$ cat src/rtl/cegate_pkg.sv
package cegate_pkg;

    // Operating phase of the gate
    typedef enum logic [1:0] {
        GS_PASS  = 2'd0,   // reset idle: output follows the input
        GS_GRACE = 2'd1,   // reset active, in-flight access allowed to finish
        GS_BLOCK = 2'd2    // reset active, output forced inactive
    } gate_st_e;

    typedef struct packed {
        gate_st_e st;
        logic     ce_n;
    } gate_reg_t;

endpackage

$ cat src/rtl/cegate_grace_tmr.sv
module cegate_grace_tmr #(
    parameter int GRACE_CYC = 1875
) (
    input  logic clk,
    input  logic rst_n,
    input  logic load_i,
    input  logic run_i,
    output logic expired_o
);
    localparam int CW = $clog2(GRACE_CYC + 1);
    localparam logic [CW-1:0] LIMIT = CW'(GRACE_CYC);
    localparam logic [CW-1:0] ONE   = CW'(1);

    logic [CW-1:0] cnt_d, cnt_q;

    always_comb begin
        cnt_d = '0;
        if (load_i) begin
            cnt_d = ONE;
        end else if (run_i) begin
            cnt_d = (cnt_q >= LIMIT) ? LIMIT : cnt_q + ONE;
        end
    end

    always_ff @(posedge clk or negedge rst_n) begin
        if (!rst_n) cnt_q <= '0;
        else        cnt_q <= cnt_d;
    end

    assign expired_o = (cnt_q >= LIMIT);

endmodule

$ cat src/rtl/cegate_fsm.sv
module cegate_fsm
    import cegate_pkg::*;
(
    input  logic clk,
    input  logic rst_n,
    input  logic ce_in_n,
    input  logic sys_rst,
    input  logic expired_i,
    output logic tmr_load_o,
    output logic tmr_run_o,
    output logic ce_out_n
);
    gate_reg_t r_d, r_q;

    always_comb begin
        r_d        = r_q;
        tmr_load_o = 1'b0;
        tmr_run_o  = 1'b0;
        if (!sys_rst) begin
            r_d.st   = GS_PASS;
            r_d.ce_n = ce_in_n;
        end else begin
            unique case (r_q.st)
                GS_PASS: begin
                    if (!r_q.ce_n && !ce_in_n) begin
                        r_d.st     = GS_GRACE;
                        r_d.ce_n   = 1'b0;
                        tmr_load_o = 1'b1;
                    end else begin
                        r_d.st   = GS_BLOCK;
                        r_d.ce_n = 1'b1;
                    end
                end
                GS_GRACE: begin
                    if (ce_in_n || expired_i) begin
                        r_d.st   = GS_BLOCK;
                        r_d.ce_n = 1'b1;
                    end else begin
                        r_d.ce_n  = 1'b0;
                        tmr_run_o = 1'b1;
                    end
                end
                default: begin
                    r_d.st   = GS_BLOCK;
                    r_d.ce_n = 1'b1;
                end
            endcase
        end
    end

    always_ff @(posedge clk or negedge rst_n) begin
        if (!rst_n) begin
            r_q.st   <= GS_PASS;
            r_q.ce_n <= 1'b1;
        end else begin
            r_q <= r_d;
        end
    end

    assign ce_out_n = r_q.ce_n;

endmodule

$ cat src/rtl/cegate_ctrl.sv
module cegate_ctrl #(
    parameter int GRACE_CYC = 1875
) (
    input  logic clk,
    input  logic rst_n,
    input  logic ce_in_n,
    input  logic sys_rst,
    output logic ce_out_n
);
    logic tmr_load, tmr_run, tmr_expired;

    cegate_fsm u_fsm (
        .clk        (clk),
        .rst_n      (rst_n),
        .ce_in_n    (ce_in_n),
        .sys_rst    (sys_rst),
        .expired_i  (tmr_expired),
        .tmr_load_o (tmr_load),
        .tmr_run_o  (tmr_run),
        .ce_out_n   (ce_out_n)
    );

    cegate_grace_tmr #(.GRACE_CYC(GRACE_CYC)) u_tmr (
        .clk       (clk),
        .rst_n     (rst_n),
        .load_i    (tmr_load),
        .run_i     (tmr_run),
        .expired_o (tmr_expired)
    );

endmodule

$ cat config.mk
export PLATFORM = sky130hd
export DESIGN_NAME = cegate_ctrl
export DESIGN_NICKNAME = d
export VERILOG_FILES = /design/src/rtl/cegate_pkg.sv /design/src/rtl/cegate_grace_tmr.sv /design/src/rtl/cegate_fsm.sv /design/src/rtl/cegate_ctrl.sv
export SDC_FILE = /design/constraint.sdc
export NUM_CORES = 1
export LEC_CHECK = 0
export BUFFER_PORTS_ARGS = -buffer_cell sky130_fd_sc_hd__clkbuf_2
export CELL_PAD_IN_SITES_DETAIL_PLACEMENT = 2
export CELL_PAD_IN_SITES_GLOBAL_PLACEMENT = 2
export CORE_ASPECT_RATIO = 1.25
export CORE_MARGIN = 3
export CORE_UTILIZATION = 35
export CTS_CLUSTER_SIZE = 25
export DETAILED_ROUTE_END_ITERATION = 16
export PLACE_DENSITY = 0.79
export SLEW_MARGIN = 20
export SYNTH_ARGS = -nofsm -noshare
export SYNTH_HDL_FRONTEND = slang
export SYNTH_HIERARCHICAL = 1
export SYNTH_SLANG_ARGS = --single-unit
$ cat constraint.sdc
create_clock -name clk -period 3.2 [get_ports clk]
set_input_delay 0.16 -clock clk [delete_from_list [all_inputs] [get_ports clk]]
set_output_delay 0.16 -clock clk [all_outputs]
set_load 0.02 [all_outputs]
Word level (Yosys, flattened, before mapping)
Index checks and enable logic that the tools add are counted.

Register bits after elaboration: 14. Bits in latches: 0. RAM bits: 0. Memory bits (read-only): 0. Input port bits: 4. Output and inout bits: 1. Logic and storage cells: 26. Memories kept: 0.

Add/subtract/negate cells: 1. Multiply operators: 0. Div/mod/pow operators: 0. Magnitude comparators: 1. Equality and inequality tests: 2. Shift operators: 0. Mux-type cells: 14. Bitwise gates (word level): 0. Reduce and logical (&&, ||, !) cells: 5.

Operators with widths (number): 11-bit 2-to-1 mux (3); 11-bit by 1-bit adder with 11-bit output, second input constant (1); 11-bit greater-or-equal comparator, second input constant (1); 1-bit 2-to-1 mux (7); 3-bit 2-to-1 mux (2); 3-bit case mux with 2 select lines (1); 3-bit by 2-bit != test with 1-bit output, second input constant (1); 2-bit by 1-bit equality test with 1-bit output, second input constant (1); 1-bit logical NOT (2); 2-bit logical NOT (1); 2-bit 2-to-1 mux (1); 1-bit logical AND (1); 1-bit logical OR (1).

Logic depth before layout (Yosys ltp)
Depth in word-level cells: 7. Depth in mapped cells: 7. Mapped depth without buffers: 7.

Cells and area by module
The synthesis kept the hierarchy.

By module, submodules not included: cegate_grace_tmr (instances 1, cells each 59, area each 583.1 sq um, seq. area each 275.3 sq um); cegate_fsm (instances 1, cells each 12, area each 132.6 sq um, seq. area each 76.3 sq um).

Worst setup path before layout
Ideal clock, no wire load.

Path type: flip-flop to flip-flop. Start: register u_tmr.cnt_q[0]. End: register u_tmr.cnt_q[5]. Library setup time: 94 ps. Data arrival time: 1903 ps. Required time: 3106 ps. Setup slack: 1203 ps. Stages on the path, launching flop included: 8. Buffers on the path: 0. Clock period less this slack: 1997 ps. Path through: dfrtp_1 -> ha_1 -> nor4_1 -> a221o_2 -> inv_1 -> and4b_1 -> nand2_1 -> a211oi_1.

Cells in the longest elaborated chain, start to end: 7. Elaborated cells on any way between the ends: 9. Classes of those cells: add/sub (1); order compare (1); mux (6); reduce/logical (1).

Ends and longest elaborated chain: start, declared (line cegate_grace_tmr.sv:14) `logic [CW-1:0] cnt_d, cnt_q;`; start signal, assigned (line cegate_grace_tmr.sv:27) `else cnt_q <= cnt_d;`; 11-bit greater-or-equal comparator (line cegate_grace_tmr.sv:30) `assign expired_o = (cnt_q >= LIMIT);`; via tmr_expired (line cegate_ctrl.sv:10) `logic tmr_load, tmr_run, tmr_expired;`; 1-bit logical OR (line cegate_fsm.sv:35) `if (ce_in_n || expired_i) begin`; 1-bit 2-to-1 mux (line cegate_fsm.sv:35); 1-bit 2-to-1 mux (line cegate_fsm.sv:23) `unique case (r_q.st)`; 1-bit 2-to-1 mux (line cegate_fsm.sv:19) `if (!sys_rst) begin`; via tmr_run (line cegate_ctrl.sv:10); 11-bit 2-to-1 mux (line cegate_grace_tmr.sv:20) `end else if (run_i) begin`; 11-bit 2-to-1 mux (line cegate_grace_tmr.sv:18) `if (load_i) begin`; via u_tmr.cnt_d[5] (line cegate_grace_tmr.sv:14).

The timed path passes the listed nets, and every way through them passes these cells. A chain may end at the register's enable or synchronous reset.

Worst setup path after layout
Same ends and word-level chain as after synthesis.

==> results by group <==
Drt
  – DRC errors left: 0
  – DR vias: 605
  – Wire per inst: between 15 and 20 um
  – DR iter-0 viols: 8
  – Via density: 6.17
  – Final WL: 1870 um
  – First-pass DRT Iterations: 2
  – Final ANT Viol Nets: 0

CTS
  – Post-CTS Setup Repair Bufs: 0
  – Max Root-Sink Buffers: 2
  – H-tree Lvls: 1
  – Clock Pin Slew Worst Setup and Hold Paths: 0.09 ns
  – CTS tree: built
  – CTS Sinks: 14
  – Post-CTS resize count: 0
  – CTS Buf Count: 3
  – Worst-Skew Late Latency: 0.27 ns
  – Buffer type at the clock tree root: clkbuf_4
  – # hold bufs at CTS: 1

Final layout
  – Final Net Count: 85
  – Count of non-filler cells in the finished layout: 98
  – Share of cells above drive strength 1: 20.3%
  – Ant diodes: 0
  – Layout-stage area growth over the synthesis result: 11.9%
  – Final-layout fill cell count: 192

Worst hold path
  – Hold Crit Start: ce_in_n
  – Hold Path Depth: 3
  – Worst hold path endpoint: u_fsm/ce_out_n
  – Hold Crit Class: input pin to flip-flop

Critical path
  – CP Class: flip-flop to flip-flop
  – Critical path endpoint category: flip-flop
  – Worst r2r dst: u_tmr/cnt_q[5]
  – Critical Path Fanout Max: 10
  – Worst Path Arrival: ~2.6 ns
  – R2R Setup Slk: 0.80 ns
  – Worst Setup Start Kind: flip-flop
  – Worst r2r path cells: 7
  – Launching point of the worst reg2reg path: u_tmr/cnt_q[0]
  – CP required: 3.39 ns

Placement
  – Placer Congestion: 0.808
  – Post-DP HPWL: 1350 um
  – Place WS: 0.817 ns
  – Placed cell count: 93
  – I/O Buffers: 4

Die
  – Die area: 2630 um^2
  – Die Width: around 46 um
  – Row count: 17
  – Total I/O pin count: 5
  – Core Area: between 1500 and 2000 um^2
  – Die Y-Extent: around 57 um
  – Initial core utilization: 38.7%

Logic synthesis
  – EDFF count, synth: 0
  – Netlist cell types: 33
  – Syn_area_per_cell: 10.1 um^2
  – Top cells by area, synth: dfrtp_1 (45%), dfstp_2 (3.7%), a31oi_1 (3.5%), o31ai_1 (3.1%), a21oi_1 (2.8%)
  – Yosys warnings: 6
  – Syn nets: 76
  – Post-synthesis sequential area ratio: 49.1%
  – Syn Inst Count: 71
  – Most instantiated cells after synthesis: dfrtp_1 (13), inv_1 (5), nor2_1 (5)
  – Mapped Area: 716 um^2
  – Asr flop ratio synth: 100%
  – Synth top area share: between 40% and 50%
  – Post-synth top area cell: dfrtp_1
  – Main flop type after synthesis: dfrtp_1
  – #FFs+latches synth: 14
  – Count leader, synth: dfrtp_1

Timing
  – Final setup margin: about 0.8 ns
  – Max Slew Vio Count: 0
  – Worst-Margin Slew: 0.375 ns
  – Final Hold Viols: 0
  – Total negative slack: 0 ns
  – Fmax: 417 MHz
  – Setup violators final: 0
  – Tmin final: 2.40 ns
  – Period utilization: 75.0%
  – WHS: 0.124 ns
  – Slew HR: 75.0%
  – RSZ-0062 raised after global routing: no
  – Clock Skew: 0.00310 ns

Global routing
  – Number of global-route vias before repair: 715
  – Largest net degree at the start of global routing: 15
  – First-pass GRT wire length: 3390 um
  – Tot GR Track Use: between 10% and 20%
  – Initial antenna violation count: 0
  – Congestion Overflow GR: 0

Pwr
  – Seq pwr share: 56.3%
  – Switch share: a little over a fifth
  – Switch Pwr: 69.0 uW
  – P_leak: 0.318 nW
  – Clk network pwr share: between 30% and 40%
  – Pwr/cell area: 404 nW/um^2
  – Comb power frac: 4.9%
  – Max VDD drop: 0.229 mV
  – Pint: 255 uW

Flow run
  – Maxcap violations: 0

Outcome
  – Status: finished, final reports clean
==> per-layer routing <==
| metal | share of wire (%) | GRT usage [%] | routed length, um | vias to the layer above |
|---|---|---|---|---|
| li1 | - | - | - | 285 |
| met1 | 41 | 20.9 | 776 | 315 |
| met2 | 56 | 30.9 | 1050 | 3 |
| met3 | 1.3 | 1.92 | 25 | 2 |
| met4 | 1.2 | 7.32 | 23 | 0 |
| met5 | 0 | 0 | 0 | - |
==> cell type report <==
type                       instances  area, um^2  area share (%)
clock buffer                       4        36.3            4.53
sequential                        14         352            43.9
tap                               19        23.8            2.97
inverter                           5        18.8            2.34
timing repair buffer               5        30.0            3.75
multi-input combinational         51         340            42.5
==> placed cells by master (no fill, tap or decap), types with 2 or more instances in the layout <==
cell type  instances
a21oi_1            4
nand2_1            4
o31ai_1            3
a31oi_1            4
nand4_1            2
nor2_1             5
clkbuf_2           4
nor3_1             2
inv_1              5
clkbuf_4           3
nand3_1            2
dfrtp_1           13
and3_1             3
o21ai_0            3
==> worst max-delay path: stages, from the launching register on <==
cell and delay [ns]:
dfrtp_1 0.44, ha_1 0.29, nor4_1 0.32, a221o_2 0.29, inv_1 0.14, and4b_1 0.30, nand2_1 0.24, a211oi_1 0.28
==> per-stage QoR <==
stage	power, mW	utilization, %	cell area [um^2]
finish	0.324	43.3	801
global route	0.342	43.3	801
CTS	0.332	43.3	801
detailed placement	0.202	40.8	754
global placement	0.200	40.8	754
floorplan	0.192	-	716
==> sequential cells by signal, summed over array words and instances (netlist names) <==
signal	cells
u_fsm/ce_out_n	1
u_fsm/r_q	2
u_tmr/cnt_q	11
==> logic make-up after synthesis <==
logic type      share of synthesized area [%]
mux                                      1.40
flops                                    49.1
buf+inv                                  3.32
simple gates                             22.6
compound gates                           19.4
fa+ha+maj                                1.75
xor+xnor                                 2.45
==> worst max-delay path by stage <==
stage | slack, ns | end | startpoint | cells past startpoint
2_1_floorplan | 1.20 | u_tmr/cnt_q[5] | u_tmr/cnt_q[0] | 7
3_3_place_gp | 0.88 | u_tmr/cnt_q[5] | u_tmr/cnt_q[0] | 7
3_5_place_dp | 0.82 | u_tmr/cnt_q[5] | u_tmr/cnt_q[0] | 7
4_1_cts | 0.76 | u_tmr/cnt_q[5] | u_tmr/cnt_q[0] | 7
5_1_grt | 0.61 | u_tmr/cnt_q[3] | u_tmr/cnt_q[0] | 7
6_report | 0.80 | u_tmr/cnt_q[5] | u_tmr/cnt_q[0] | 7
==> power by group through the flow <==
stage	clock network [mW]	logic [mW]	registers, mW
2_1_floorplan	0	0.00517	0.187
3_3_place_gp	0	0.0145	0.186
3_5_place_dp	0	0.0156	0.186
4_1_cts	0.133	0.0167	0.182
5_1_grt	0.140	0.0186	0.183
6_report	0.126	0.0159	0.182
No activity file was read; power rests on OpenSTA's default activity.
